--- src/rtl/pdl_pkg.sv ---
package pdl_pkg;
    localparam int ADDR_W   = 4;
    localparam int NUM_TAPS = 1 << ADDR_W;

    // delay in cycles selected by one step code
    function automatic int tap_cycles(input int base, input int step, input int code);
        return base + step * code;
    endfunction
endpackage

--- src/rtl/pdl_chain.sv ---
module pdl_chain
    import pdl_pkg::*;
#(
    parameter int BASE_LAT = 3,
    parameter int STEP     = 2,
    parameter int DEPTH    = BASE_LAT + (NUM_TAPS - 1) * STEP
) (
    input  logic              clk_i,
    input  logic              rst_i,
    input  logic              din_i,
    input  logic              en_n_i,
    input  logic [ADDR_W-1:0] addr_i,
    output logic              tap_o
);
    typedef struct packed {
        logic [DEPTH-1:0] line;
    } chain_t;

    chain_t st_d, st_q;
    logic   entry;
    logic [NUM_TAPS-1:0] taps;

    // disabled line takes zeros so it flushes itself
    assign entry = en_n_i ? 1'b0 : din_i;

    always_comb begin
        st_d      = st_q;
        st_d.line = {st_q.line[DEPTH-2:0], entry};
    end

    always_ff @(posedge clk_i) begin
        if (rst_i) begin
            st_q <= '0;
        end else begin
            st_q <= st_d;
        end
    end

    // one fixed tap per code, selected live by the code
    for (genvar g = 0; g < NUM_TAPS; g++) begin : g_tap
        assign taps[g] = st_q.line[tap_cycles(BASE_LAT, STEP, g) - 1];
    end

    assign tap_o = taps[addr_i];

    // nothing but zero enters while disabled
    a_r4_zero_in: assert property (@(posedge clk_i) disable iff (rst_i)
        en_n_i |=> !st_q.line[0]);
endmodule

--- src/rtl/pdl_guard.sv ---
module pdl_guard
    import pdl_pkg::*;
#(
    parameter int BASE_LAT = 3,
    parameter int STEP     = 2,
    parameter int DEPTH    = BASE_LAT + (NUM_TAPS - 1) * STEP
) (
    input  logic              clk_i,
    input  logic              rst_i,
    input  logic [ADDR_W-1:0] addr_i,
    input  logic              en_n_i,
    output logic              blank_o,
    output logic              cleared_o
);
    localparam int CW = $clog2(DEPTH + 1);

    typedef struct packed {
        logic [ADDR_W-1:0] addr;
        logic [CW-1:0]     hold;
        logic [CW-1:0]     flush;
    } guard_t;

    guard_t st_d, st_q;

    logic [CW-1:0] span;
    logic [CW-1:0] inc_req;
    logic [CW-1:0] ren_req;
    logic [CW-1:0] req;
    logic [CW-1:0] rem;

    always_comb begin
        span = CW'(tap_cycles(BASE_LAT, STEP, int'(addr_i)));

        // deeper tap: blank while the tap shows already-emitted history
        if (addr_i > st_q.addr) begin
            inc_req = CW'(STEP * (int'(addr_i) - int'(st_q.addr)));
        end else begin
            inc_req = '0;
        end

        // early re-enable: blank until the flushed zeros reach the tap
        if (!en_n_i && st_q.flush != '0 && st_q.flush < span) begin
            ren_req = span - st_q.flush;
        end else begin
            ren_req = '0;
        end

        req = (inc_req > ren_req) ? inc_req : ren_req;
        rem = (st_q.hold != '0) ? st_q.hold - 1'b1 : '0;

        st_d      = st_q;
        st_d.addr = addr_i;
        if (req != '0 && (req - 1'b1) > rem) begin
            st_d.hold = req - 1'b1;
        end else begin
            st_d.hold = rem;
        end

        if (!en_n_i) begin
            st_d.flush = '0;
        end else if (st_q.flush == CW'(DEPTH)) begin
            st_d.flush = st_q.flush;
        end else begin
            st_d.flush = st_q.flush + 1'b1;
        end
    end

    always_ff @(posedge clk_i) begin
        if (rst_i) begin
            st_q <= '0;
        end else begin
            st_q <= st_d;
        end
    end

    assign blank_o   = (req != '0) || (st_q.hold != '0);
    assign cleared_o = en_n_i && (st_q.flush >= span);

    // any upward code step blanks in the cycle it happens
    a_r6_inc_blanks: assert property (@(posedge clk_i) disable iff (rst_i)
        (addr_i > $past(addr_i)) |-> blank_o);

    // a downward step with an idle guard starts no blanking
    a_r7_dec_no_blank: assert property (@(posedge clk_i) disable iff (rst_i)
        (!$past(rst_i) && !$past(en_n_i) && !en_n_i && addr_i < $past(addr_i)
         && st_q.hold == '0) |-> !blank_o);

    // once cleared, staying disabled at the same code keeps it cleared
    a_r8_cleared_stays: assert property (@(posedge clk_i) disable iff (rst_i)
        (cleared_o && en_n_i) ##1 (en_n_i && $stable(addr_i)) |-> cleared_o);

    // flush count never passes the line depth
    always_ff @(posedge clk_i) begin
        if (!rst_i) begin
            a_r8_flush_sat: assert (st_q.flush <= CW'(DEPTH));
        end
    end
endmodule

--- src/rtl/prog_delay_line.sv ---
module prog_delay_line
    import pdl_pkg::*;
#(
    parameter int BASE_LAT = 3,
    parameter int STEP     = 2
) (
    input  logic       clk_i,
    input  logic       rst_i,
    input  logic       din_i,
    input  logic [3:0] addr_i,
    input  logic       en_n_i,
    output logic       dout_o,
    output logic       dout_n_o,
    output logic       hold_o,
    output logic       cleared_o
);
    localparam int DEPTH = BASE_LAT + (NUM_TAPS - 1) * STEP;

    logic tap;
    logic blank;

    pdl_chain #(.BASE_LAT(BASE_LAT), .STEP(STEP), .DEPTH(DEPTH)) u_chain (
        .clk_i  (clk_i),
        .rst_i  (rst_i),
        .din_i  (din_i),
        .en_n_i (en_n_i),
        .addr_i (addr_i),
        .tap_o  (tap)
    );

    pdl_guard #(.BASE_LAT(BASE_LAT), .STEP(STEP), .DEPTH(DEPTH)) u_guard (
        .clk_i     (clk_i),
        .rst_i     (rst_i),
        .addr_i    (addr_i),
        .en_n_i    (en_n_i),
        .blank_o   (blank),
        .cleared_o (cleared_o)
    );

    assign dout_o   = !en_n_i && !blank && tap;
    assign dout_n_o = !dout_o;
    assign hold_o   = blank;

    // a disable seen at an edge leaves the true output low one cycle on if still disabled
    a_r4_forced_levels: assert property (@(posedge clk_i) disable iff (rst_i)
        (en_n_i ##1 en_n_i) |-> (!dout_o && dout_n_o));
endmodule

--- config.mk ---
export PLATFORM = sky130hd
export DESIGN_NAME = prog_delay_line
export DESIGN_NICKNAME = d
export VERILOG_FILES = /design/src/rtl/pdl_pkg.sv /design/src/rtl/pdl_chain.sv /design/src/rtl/pdl_guard.sv /design/src/rtl/prog_delay_line.sv
export SDC_FILE = /design/constraint.sdc
export NUM_CORES = 1
export LEC_CHECK = 0
export BUFFER_PORTS_ARGS = -buffer_cell sky130_fd_sc_hd__buf_2
export CAP_MARGIN = 25
export CORE_MARGIN = 2
export CORE_UTILIZATION = 30
export CTS_BUF_LIST = sky130_fd_sc_hd__clkbuf_16
export DETAILED_ROUTE_END_ITERATION = 10
export PLACE_DENSITY = 0.52
export REMOVE_ABC_BUFFERS = 1
export SKIP_CTS_REPAIR_TIMING = 1
export SLEW_MARGIN = 0
export SYNTH_ARGS = -nofsm -noshare
export SYNTH_HDL_FRONTEND = slang
export SYNTH_SLANG_ARGS = --single-unit
export TNS_END_PERCENT = 100
--- constraint.sdc ---
create_clock -name clk_i -period 18.8 [get_ports clk_i]
set_clock_uncertainty 0.2 [all_clocks]
set_input_delay 2.82 -clock clk_i [delete_from_list [all_inputs] [get_ports clk_i]]
set_output_delay 2.82 -clock clk_i [all_outputs]
set_load 0.02 [all_outputs]
# Word-level counts from Yosys, hierarchy flattened
# Cells that the tools add are included.
# Widths: inputs -> output; s select.
dict set report word_totals {
  reg_bits 49
  input_bits 8
  output_inout_bits 4
  elab_cells 41
}
dict set report classes {
  n_addsub 6
  n_lt_le_gt_ge 6
  eq_ne 1
  n_mux 7
  bitwise_logic 1
  n_reduce_logical 15
}
# op count
set op_table {}
lappend op_table {{$mux 6} 5}
lappend op_table {{$reduce_bool 6->1} 3}
lappend op_table {{$gt 6x6->1} 2}
lappend op_table {{$sub 6x1->6 const B} 2}
lappend op_table {{$add 2x5->6 const A} 1}
lappend op_table {{$add 6x1->6 const B} 1}
lappend op_table {{$eq 6x6->1 const B} 1}
lappend op_table {{$ge 6x6->1} 1}
lappend op_table {{$logic_and 1x1->1} 6}
lappend op_table {{$lt 6x6->1} 1}
lappend op_table {{$sub 6x6->6} 1}
lappend op_table {{$lt 4x5->1 const B} 1}
lappend op_table {{$sub 4x4->5} 1}
lappend op_table {{$bmux 1 s4} 1}
lappend op_table {{$gt 4x4->1} 1}
lappend op_table {{$reduce_or 2->1} 2}
lappend op_table {{$logic_not 1->1} 3}
lappend op_table {{$logic_or 1x1->1} 1}
lappend op_table {{$mux 1} 1}
lappend op_table {{$not 1->1} 1}

# Logic depth before layout (Yosys ltp)
dict set report depth {
  word_depth 12
  mapped_depth 25
  depth_no_buf 24
}

# By module
# Synthesis repeated with hierarchy kept, for this count alone.
dict set report hier_totals {
  cells_unflattened 319
  hier_area_um2 2875.3
}
# module instances cells_per_inst area_per_inst_um2 seq_area_each_um2
set by_module_without_submodules {}
lappend by_module_without_submodules {pdl_guard 1 241 1844.3 320.3}
lappend by_module_without_submodules {pdl_chain 1 76 1014.7 660.6}
lappend by_module_without_submodules {prog_delay_line 1 2 16.3 0.0}

# Worst setup path after synthesis
# No wires, ideal clock.
dict set report synth_timing {
  path_type {input -> output}
  from {input addr_i[0]}
  to {output dout_o}
  arrival_ns 6.825
  required_ns 15.780
  path_slack_ns 8.955
  cell_stages 17
  n_path_buf 1
  path_cell_list {clkbuf_1 nand3_1 xnor2_1 ha_1 and3_1 o21a_2 o21ai_2 or3_1 ha_1 a211oi_1 o21ai_1 o21a_1 o21ai_0 a32o_1 nor4_4 nand3_2 nor3_1}
}
dict set report synth_via {
  elab_chain_len 11
  word_cells_on_any_way 17
  cone_classes {add/sub (3); order compare (3); mux (5); reduce/logical (6)}
}
# item line_no
set synth_rtl {}
lappend synth_rtl {{from (decl)} prog_delay_line.sv:10} ;# input logic [3:0] addr_i,
lappend synth_rtl {{$add 2x5->6} pdl_pkg.sv:7} ;# return base + step * code;
lappend synth_rtl {{$lt 6x6->1} pdl_guard.sv:42} ;# if (!en_n_i && st_q.flush != '0 && st_q.flush < span) begin
lappend synth_rtl {{$logic_and 1x1->1} pdl_guard.sv:42}
lappend synth_rtl {{$mux 6} pdl_guard.sv:42}
lappend synth_rtl {{$gt 6x6->1} pdl_guard.sv:48} ;# req = (inc_req > ren_req) ? inc_req : ren_req;
lappend synth_rtl {{$mux 6 (*)} pdl_guard.sv:48}
lappend synth_rtl {{$reduce_bool 6->1 (*)} pdl_guard.sv:76} ;# assign blank_o = (req != '0) || (st_q.hold != '0);
lappend synth_rtl {{$logic_or 1x1->1 (*)} pdl_guard.sv:76}
lappend synth_rtl {{via hold_o} prog_delay_line.sv:14} ;# output logic hold_o,
lappend synth_rtl {{$logic_not 1->1 (*)} prog_delay_line.sv:40} ;# assign dout_o = !en_n_i && !blank && tap;
lappend synth_rtl {{$logic_and 1x1->1 (*) (2 in a row)} prog_delay_line.sv:40}
lappend synth_rtl {{to (decl)} prog_delay_line.sv:12} ;# output logic dout_o,
# Mark *: on every way through the listed nets, which the timed path passes. The rest lies on a longest branch. The select of a mux whose other input is x is not followed.

# Final worst setup path
dict set report layout_timing {
  from {input addr_i[0]}
  to {output dout_n_o}
}
dict set report layout_via {
  elab_chain_len 12
  word_cells_on_any_way 18
  cone_classes {add/sub (3); order compare (3); mux (5); reduce/logical (7)}
}
# item line_no
set layout_rtl {}
lappend layout_rtl {{$add 2x5->6} pdl_pkg.sv:7}
lappend layout_rtl {{$lt 6x6->1} pdl_guard.sv:42}
lappend layout_rtl {{$logic_and 1x1->1} pdl_guard.sv:42}
lappend layout_rtl {{$mux 6} pdl_guard.sv:42}
lappend layout_rtl {{$gt 6x6->1} pdl_guard.sv:48}
lappend layout_rtl {{$mux 6} pdl_guard.sv:48}
lappend layout_rtl {{$reduce_bool 6->1} pdl_guard.sv:76}
lappend layout_rtl {{$logic_or 1x1->1} pdl_guard.sv:76}
lappend layout_rtl {{$logic_not 1->1} prog_delay_line.sv:40}
lappend layout_rtl {{$logic_and 1x1->1} prog_delay_line.sv:40}
lappend layout_rtl {{$logic_and 1x1->1 (*)} prog_delay_line.sv:40}
lappend layout_rtl {{$logic_not 1->1 (*)} prog_delay_line.sv:41} ;# assign dout_n_o = !dout_o;
lappend layout_rtl {{to (decl)} prog_delay_line.sv:13} ;# output logic dout_n_o,
# Every way passes the cells marked *; elsewhere a longest branch is shown, timed or not. The select of a mux whose other input is x is not followed.

==> summary.md <==
| Metric | Value |
|---|---|
| Outcome | `completed` |
| Commonest cells after routing, fill and taps aside | `sky130_fd_sc_hd__dfxtp_1 (49), sky130_fd_sc_hd__nor2b_1 (37), sky130_fd_sc_hd__ha_1 (26)` |
| Starting Density | `30.9%` |
| # nets final | `353` |
| Category of the worst setup path launch point | `input pin` |
| Post-Place Cell Area | `3040 sq um` |
| Async SR Flop Fraction | `0%` |
| EDFF count, synth | `0` |
| Total clock buffers created by CTS | `5` |
| Worst hold path type | `reg2reg` |
| Number of core rows | `35` |
| Synth Area in Simple Gates | `23.7%` |
| Share of final-layout standard cells stronger than drive strength 1 | `12.6%` |
| Number of placed instances with taps included | `439` |
| Layout area overhead | `11.9%` |
| Synth warnings | `0` |
| Maximum achievable frequency | `97.9 MHz` |
| Global routing usage on met3 | `2.14%` |
| Sum of overflow across all layers after global routing | `0` |
| DP Worst Slack | `8640 ps` |
| Critical Path Sink Type | `output pin` |
| Full die area | `10300 sq um` |
| Met2 track utilization from global routing | `18.6%` |
| Gpl congestion | `0.878` |
| Routed length per instance | `12.7 microns` |
| H-tree depth | `2` |
| Maximum number of pins on one net before global-route repair | `48` |
| Leakage dissipation | `1.28 nW` |
| Final critical-path share of the clock period | `54.3%` |
| Global router's overall resource usage | `11.9%` |
| Total Routed Length | `5.66 mm` |
| Mux contribution to synthesized area | `6.09%` |
| Top Usage Layer GRT | `met2` |
| CP most frequent cell | `sky130_fd_sc_hd__ha_1` |
| Vias post-DR | `2097` |
| Fill cell count | `960` |
| Syn Std Cell Area | `2860 sq um` |
| Total setup violations reported at the end of the flow | `0` |
| Pwr Total | `0.370 mW` |
| Total power per unit cell area | `116 nW/um^2` |
| Fraction of synthesized cell area in xor and xnor cells | `4.60%` |
| Via count of the first global-routing pass | `1998` |
| Initial drt markers | `78` |
| Top_reg_cell synth | `sky130_fd_sc_hd__dfxtp_1` |
| Most common cell after layout, fill and taps aside | `sky130_fd_sc_hd__dfxtp_1` |
| Adder-cell share of the synthesized area | `12.8%` |
| Path type of the worst setup path | `in2out` |
| PnR worst setup slack | `8590 ps` |
| IR drop worst, VDD | `0.0402 mV` |
| Compound-cell area share of the yosys netlist | `14.4%` |
| Endpoint required time on the critical path | `15780 ps` |
| Critical path arrival | `7190 ps` |
| Unrepaired setup endpoints after global routing | `no` |
| Number of antenna violations at the first check in global routing | `0` |
| Number of clock sinks seen by CTS | `49` |
| Max FO, Critical Path | `8` |
| Final standard cell area without fillers | `3200 sq um` |
| HPWL after detailed placement | `4.38 mm` |
| Avg Vias per Cell | `4.69` |
| Number of max-slew violations in the final report | `0` |
| Max capacitance violation total | `0` |
| Source-to-sink clock delay at the later pin of the worst-skew pair | `290 ps` |
| Global routing met1 resource utilization | `16.4%` |
| Antenna diode count | `0` |
| Max-slew headroom at the worst pin | `50.1%` |
| Root buf cell | `sky130_fd_sc_hd__clkbuf_16` |
| Max Root-Sink Buffers | `2` |
| Main combinational cell family by area after synthesis | `simple AND/OR/NAND/NOR gates` |
| Number of non-filler instances in the completed layout | `447` |
| Clock tree from TritonCTS | `done` |
| TNS Setup | `0 ps` |
| Register clock-pin slew on the reported worst setup and hold paths | `70 ps` |
| Crit path max-delay cell type | `sky130_fd_sc_hd__or3_1` |
| Die width | `102 microns` |
| Per-instance average area after synthesis | `9.30 sq um` |
| Post-route DRC violation count | `0` |
| Final critical path time including I/O delays and setup | `10210 ps` |
| Detailed-routing iteration count for the pre-antenna-repair pass | `4` |
| Post-route ant nets | `0` |
| Utilization after layout | `34.6%` |
| Chip Height | `102 microns` |
| # port buffers | `11` |
| Global-route wire length before repair | `9.63 mm` |
| Io pins | `12` |
| Peak per-stage delay on the critical path | `430 ps` |
| Hold_ws | `236 ps` |
| Number of register bits inferred by synthesis | `49` |
| Post-synthesis instance total | `307` |
| Hold violation total from the final report | `0` |
| List of cells traversed by the critical path | `buf_2 > ha_1 > and3_1 > ha_1 > and3_1 > o21a_2 > o21ai_2 > or3_1 > ha_1 > a211oi_1 > o21ai_1 > o21a_1 > o21ai_0 > a32o_1 > nor4_4 > nand3_2 > or3_1 > buf_2` |
| Transition time of the tightest slew-check pin | `748 ps` |
| Placeable core region | `9240 sq um` |
| Distinct cells, synth | `63` |
| Sequential fraction of the synthesis area | `34.4%` |
==> critical path: cells and delay by family <==
kind	cells	cell delay [ps]
buffers and inverters	2	340
AOI/OAI and AO/OA	7	1390
adders and majority gates	3	900
and+or+nand+nor	6	1740
==> layout make-up <==
type / count / area, sq um / area share [%]
clock buffer: 5 / 125 / 3.92
clock inverter: 3 / 28.8 / 0.901
inverter: 23 / 86.3 / 2.70
multi-input combinational: 227 / 1760 / 55.0
timing repair buffer: 11 / 55.1 / 1.72
tap: 129 / 161 / 5.05
sequential: 49 / 981 / 30.7
==> registers in the layout, summed over array words and instances (netlist names) <==
register and count:
u_guard.st_q 16, u_chain.st_q 33
==> where the power goes <==
| part | internal, mW | switching [mW] |
|---|---|---|
| Clock | 0.0510 | 0.0420 |
| Combinational | 0.0688 | 0.0926 |
| Sequential | 0.111 | 0.00485 |
==> cells in the mapped netlist, drive strengths merged (2+ instances only) <==
cell type   n  area [sq um]
a21boi      4          33.8
a21oi       8          40.0
a31oi       2          18.8
a32oi       2          17.5
and3        3          18.8
clkbuf      8          30.0
dfxtp      49           981
fa          2          40.0
ha         26           325
inv        23          86.3
mux2        3          33.8
mux2i       5          50.1
mux4        4          90.1
nand2      11          43.8
nand2b      3          18.8
nand3       8          45.0
nand4       4          25.0
nor2       21          78.8
nor2b      38           245
nor3       10          55.1
nor3b       2          15.0
nor4        3          33.8
o21a        6          46.3
o21ai      14          85.1
o22ai       3          25.0
o311ai      2          17.5
o41ai       2          17.5
or2         3          18.8
or3         6          38.8
xnor2      11          96.3
xor2        4          35.0
==> per-layer routing <==
metal  share of wire [%]  wire [microns]
met2                  44            2510
met3                 2.8             161
met5                   0               0
met4                 1.8             101
met1                  51            2880
==> logic make-up (layout without fill, tap and decap cells) <==
family | count (synthesis) | after routing
AOI/OAI and AO/OA | 55 | 55
xor gates and xnor gates | 15 | 15
adders and majority gates | 28 | 28
buffers and inverters | 31 | 42
DFF | 49 | 49
muxes | 12 | 12
and+or+nand+nor | 117 | 117
==> path summary, 6_finish.rpt <==
path,from,to,slack [ps],cells past startpoint
worst max-delay path,addr_i[0],dout_n_o,8590,18
worst min-delay path,u_chain.st_q[19],u_chain.st_q[20],240,1
worst max register to register,u_guard.st_q[0],u_guard.st_q[6],13110,20
worst min register to register,u_chain.st_q[19],u_chain.st_q[20],240,1
(Power assumes the default switching activity.)
